$ cat config.mk
export PLATFORM = sky130hd
export DESIGN_NAME = paging_port
export DESIGN_NICKNAME = d
export VERILOG_FILES = /design/src/rtl/paging_pkg.sv /design/src/rtl/pg_decode.sv /design/src/rtl/pg_reg.sv /design/src/rtl/pg_map.sv /design/src/rtl/paging_port.sv
export SDC_FILE = /design/constraint.sdc
export NUM_CORES = 1
export LEC_CHECK = 0
export BUFFER_PORTS_ARGS = -buffer_cell sky130_fd_sc_hd__buf_2
export CAP_MARGIN = 0
export CORE_MARGIN = 5
export CORE_UTILIZATION = 30
export DETAILED_ROUTE_END_ITERATION = 16
export HOLD_SLACK_MARGIN = 0.12
export PLACE_DENSITY = 0.85
export SYNTH_ARGS = -nofsm -noshare
export SYNTH_HDL_FRONTEND = slang
export SYNTH_SLANG_ARGS = --single-unit
$ cat constraint.sdc
create_clock -name clk -period 1.7 [get_ports clk]
set_input_delay 0.085 -clock clk [delete_from_list [all_inputs] [get_ports clk]]
set_output_delay 0.085 -clock clk [all_outputs]
set_load 0.02 [all_outputs]
$ cat src/rtl/paging_pkg.sv
package paging_pkg;
    localparam int BANK_W      = 3;
    localparam int BANK_LOG2   = 14;
    localparam int SPAN_W      = BANK_W + BANK_LOG2;
    localparam int DATA_W      = 8;
    localparam int SCREEN_LEN  = 6912;
    localparam int SCREEN_LO   = 5;
    localparam int SCREEN_HI   = 7;
    localparam int SEL_BIT     = 3;
    localparam int LOCK_BIT    = 5;

    typedef struct packed {
        logic [BANK_W-1:0] bank;
        logic              sel;
        logic              lock;
        logic              swap;
    } pg_state_t;
endpackage

$ cat src/rtl/pg_decode.sv
module pg_decode #(
    parameter int ADDR_W = 16
) (
    input  logic              io_wr,
    input  logic [ADDR_W-1:0] io_addr,
    output logic              hit
);
    // Partial decode: top bit low, bit 1 low, bit 0 high (bit 0 low is the border port)
    always_comb begin
        hit = io_wr && !io_addr[ADDR_W-1] && !io_addr[1] && io_addr[0];
    end
endmodule

$ cat src/rtl/pg_reg.sv
module pg_reg
    import paging_pkg::*;
#(
    parameter int BW      = BANK_W,
    parameter int DW      = DATA_W,
    parameter int SEL_POS = SEL_BIT,
    parameter int LCK_POS = LOCK_BIT
) (
    input  logic          clk,
    input  logic          rst_n,
    input  logic          hit,
    input  logic [DW-1:0] data,
    output logic [BW-1:0] bank_q,
    output logic          sel_q,
    output logic          lock_q,
    output logic          swap_q
);
    typedef struct packed {
        logic [BW-1:0] bank;
        logic          sel;
        logic          lock;
        logic          swap;
    } st_t;

    st_t state_d, state_q;
    logic take_d;

    always_comb begin
        state_d      = state_q;
        take_d       = hit && !state_q.lock;
        state_d.swap = 1'b0;
        if (take_d) begin
            state_d.bank = data[BW-1:0];
            state_d.sel  = data[SEL_POS];
            state_d.lock = data[LCK_POS];
            state_d.swap = data[SEL_POS] ^ state_q.sel;
        end
    end

    always_ff @(posedge clk or negedge rst_n) begin
        if (!rst_n) state_q <= '0;
        else        state_q <= state_d;
    end

    assign bank_q = state_q.bank;
    assign sel_q  = state_q.sel;
    assign lock_q = state_q.lock;
    assign swap_q = state_q.swap;
endmodule

$ cat src/rtl/pg_map.sv
module pg_map
    import paging_pkg::*;
#(
    parameter int BW     = BANK_W,
    parameter int BLOG   = BANK_LOG2,
    parameter int LEN    = SCREEN_LEN,
    parameter int LO     = SCREEN_LO,
    parameter int HI     = SCREEN_HI
) (
    input  logic [BW-1:0]      bank,
    input  logic               sel,
    output logic [BW-1:0]      scr_bank,
    output logic [BW+BLOG-1:0] scr_base,
    output logic [BW+BLOG-1:0] scr_last,
    output logic               contended
);
    localparam int AW = BW + BLOG;
    localparam logic [BW-1:0] LO_V = BW'(LO);
    localparam logic [BW-1:0] HI_V = BW'(HI);
    localparam logic [AW-1:0] LEN_M1 = AW'(LEN - 1);

    always_comb begin
        scr_bank  = sel ? HI_V : LO_V;
        scr_base  = {scr_bank, {BLOG{1'b0}}};
        scr_last  = scr_base + LEN_M1;
        // Banks shared with video: low bit and bit 2 both set
        contended = bank[0] && bank[2];
    end
endmodule

$ cat src/rtl/paging_port.sv
module paging_port
    import paging_pkg::*;
(
    input  logic        clk,
    input  logic        rst_n,
    input  logic        io_wr,
    input  logic [15:0] io_addr,
    input  logic [7:0]  io_data,
    output logic [2:0]  top_bank,
    output logic [2:0]  screen_bank,
    output logic [16:0] screen_base,
    output logic [16:0] screen_last,
    output logic        top_contended,
    output logic        screen_swap
);
    logic             hit;
    logic [BANK_W-1:0] bank_q;
    logic             sel_q;
    logic             lock_q;
    logic             swap_q;

    pg_decode #(.ADDR_W(16)) u_dec (
        .io_wr  (io_wr),
        .io_addr(io_addr),
        .hit    (hit)
    );

    pg_reg u_reg (
        .clk   (clk),
        .rst_n (rst_n),
        .hit   (hit),
        .data  (io_data),
        .bank_q(bank_q),
        .sel_q (sel_q),
        .lock_q(lock_q),
        .swap_q(swap_q)
    );

    pg_map u_map (
        .bank     (bank_q),
        .sel      (sel_q),
        .scr_bank (screen_bank),
        .scr_base (screen_base),
        .scr_last (screen_last),
        .contended(top_contended)
    );

    assign top_bank    = bank_q;
    assign screen_swap = swap_q;
endmodule

==> summary.md <==
| Metric | Value |
|---|---|
| Outcome | complete, no violations |
| Pins Over Slew Limit | 0 |
| TritonCTS Buffers | 3 |
| Post-synthesis xor/xnor area fraction | between 1.5 and 2% |
| Post-CTS Hold Buffers | 6 |
| Antenna cells | 0 |
| FF-to-FF Start | u_reg.lock_q$_DFFE_PN0P_ |
| # fillers | 167 |
| Initial antenna violation count | 0 |
| I/O Buffers | 18 |
| CTS tree | built |
| Largest net degree at the start of global routing | 7 |
| Final Critical Period | 1340 ps |
| Avg Cell Area, Syn | 9.76 um^2 |
| Worst Clk Skew | 2.40 ps |
| Vias in the first global route | ~330 |
| Final WL | 969 um |
| Starting DRT DRC Count | 0 |
| Crit path kind | reg2reg |
| Reg2Reg Setup Slack | 360 ps |
| Vias per std cell | around 3.2 |
| Max-cap violations | 0 |
| Synth top area share | 51.7% |
| Htree depth | 1 |
| RSZ-0062 raised after global routing | no |
| Peak supply drop | 658 uV |
| Die area | 0.00274 mm^2 |
| CTS resizes | 0 |
| Clk_lat worst skew | 250 ps |
| Initial Utilization | a little under a third |
| Count of endpoints failing hold in the final timing report | 0 |
| GR Overflow Total | 0 |
| Sequential area share after synthesis | 28.0% |
| Crit path launch | u_reg.lock_q$_DFFE_PN0P_ |
| Die Y | 52.3 um |
| Synth Area in Adders | 0% |
| Worst Path Required | 1830 ps |
| Tot Pwr | 0.680 mW |
| Largest family of logic cells by synthesized area | buffers and inverters |
| Cell count after synthesis | 55 |
| CTS root buffer | clkbuf_4 |
| Reg-to-reg endpoint | u_reg.bank_q[2]$_DFFE_PN0P_ |
| Die width | about 52 um |
| PD cells | between 1000 and 1500 mW/mm^2 |
| Share of cells above drive strength 1 | 36.4% |
| Synthesis Warnings | 0 |
| #FFs+latches synth | 6 |
| Mux contribution to synthesized area | approximately 8.4% |
| Hold/Removal Path Class | in2async |
| First-pass GRT wire length | about 1400 um |
| Simple-gate share of the synthesized area | under 10% |
| Synth area leaders | buf_4 (52%), dfrtp_1 (28%), mux2_2 (8.4%) |
| Layout Nets | 106 |
| Area Growth Syn to Fin | 8.62% |
| Detailed Place HPWL | 764 um |
| Post-CTS setup buffer count | 0 |
| CP Max Fanout | 6 |
| Leakage power | about 0.33 nW |
| First-pass DRT Iterations | 1 |
| ANT nets after route | 0 |
| CP endpoint | u_reg.bank_q[2]$_DFFE_PN0P_ |
| CTS Buffer Depth | 2 |
| Setup_tns | 0 ps |
| GPL Wtd Cong | 0.681 |
| Core Footprint | 0.00171 mm^2 |
| Routed vias | 331 |
| Mapped cell area | 537 um^2 |
| Yosys cell types | 10 |
| Clock sink count | 6 |
| Wire length per cell | roughly 9.5 um |
| Arrival time worst endpoint | 1460 ps |
| Final Cycle Share | approximately four fifths |
| Final setup fails | 0 |
| Biggest area consumer among synthesized cells | buf_4 |
| Drt drc | 0 |
| GRT Util Overall | 7.45% |
| Reg2reg path depth | 2 |
| Fmax | 0.749 GHz |
| Compound-Gate Fraction of Synth Area | 1.63% |
| Startpoint Class | flop |
| Clock slew at reported path FFs | around 40 ps |
| IO Pins | 69 |
| Critical Path End Type | flop |
| Row cnt | 15 |
==> worst max-delay path: stages, from the launching register on <==
cell     delay (ps)
dfrtp_1         400
nor4_4          430
mux2_2          380
==> worst min path at each step <==
| stage | start | endpoint | slack (ps) | cells after the start |
|---|---|---|---|---|
| 5_1_grt | rst_n | u_reg.sel_q$_DFFE_PN0P_ | 210 | 2 |
| 3_5_place_dp | rst_n | u_reg.bank_q[1]$_DFFE_PN0P_ | -90 | 1 |
| 2_1_floorplan | rst_n | u_reg.bank_q[0]$_DFFE_PN0P_ | -210 | 0 |
| 4_1_cts | rst_n | u_reg.sel_q$_DFFE_PN0P_ | 180 | 2 |
| 3_3_place_gp | rst_n | u_reg.bank_q[1]$_DFFE_PN0P_ | -90 | 1 |
| 6_report | rst_n | u_reg.sel_q$_DFFE_PN0P_ | 200 | 2 |
==> synth_stat cells <==
library cell,n
buf_4,37
dfrtp_1,6
a21o_2,1
and2_1,1
xor2_1,1
conb_1,2
nand2_1,1
nor4_4,1
mux2_2,4
and2_2,1
==> metrics by stage <==
step / instances / utilization (%) / instance area (um^2) / setup slack, ps / hold slack (ps)
detailed placement: 93 / 29.3 / 500 / 371 / -85.3
global placement: 93 / 29.3 / 500 / 383 / -89.1
floorplan: 87 / - / 657 / 439 / -211
finish: 102 / 34.1 / 583 / 364 / 202
global route: 102 / 34.1 / 583 / 309 / 214
CTS: 102 / 34.1 / 583 / 357 / 179
==> flip-flops by register name (all words and copies together) (netlist names) <==
| name | flops |
|---|---|
| u_reg.bank_q | 3 |
| u_reg.lock_q | 1 |
| u_reg.sel_q | 1 |
| u_reg.swap_q | 1 |
==> kinds of logic (layout without fill, tap and decap cells) <==
logic type             after synthesis  in the layout
other                                2             34
multiplexers                         4              4
flip-flops                           6              6
buffers and inverters               37             27
AND/OR/NAND/NOR                      4              4
XOR/XNOR                             1              1
AO/OA/AOI/OAI                        1              1
==> layer usage <==
metal / up-vias / global-route usage (%) / part of all wire [%]
li1: 143 / - / -
met1: 146 / 5.52 / 27
met2: 39 / 13.6 / 50
met3: 3 / 1.99 / 18
met4: 0 / 8.94 / 3.7
met5: - / 0 / 0
==> cells in the final DEF, fill, tap and decap left out, drive strengths merged <==
cell type / synthesis / final
dfrtp: 6 / 6
and2: 2 / 2
conb: 2 / 34
nand2: 1 / 1
dlygate4sd3: 0 / 6
xor2: 1 / 1
clkbuf: 0 / 3
mux2: 4 / 4
a21o: 1 / 1
nor4: 1 / 1
buf: 37 / 18
==> power by group <==
group | total, mW | internal (mW) | leakage [nW] | switching (mW)
sequential | 0.230 | 0.190 | 0.0733 | 0.0395
combinational | 0.317 | 0.106 | 0.247 | 0.210
clock | 0.133 | 0.0800 | 0.0138 | 0.0533
total | 0.680 | 0.377 | 0.334 | 0.303
==> area by class of cell <==
type	count	area, um^2	share of cell area [%]
Clock buffer	3	22.5	3.86
Multi-Input combinational cell	44	229	39.3
Tap cell	25	31.3	5.36
Timing Repair Buffer	24	150	25.8
Sequential cell	6	150	25.8
Note: power is estimated with default switching activity, not from simulation.
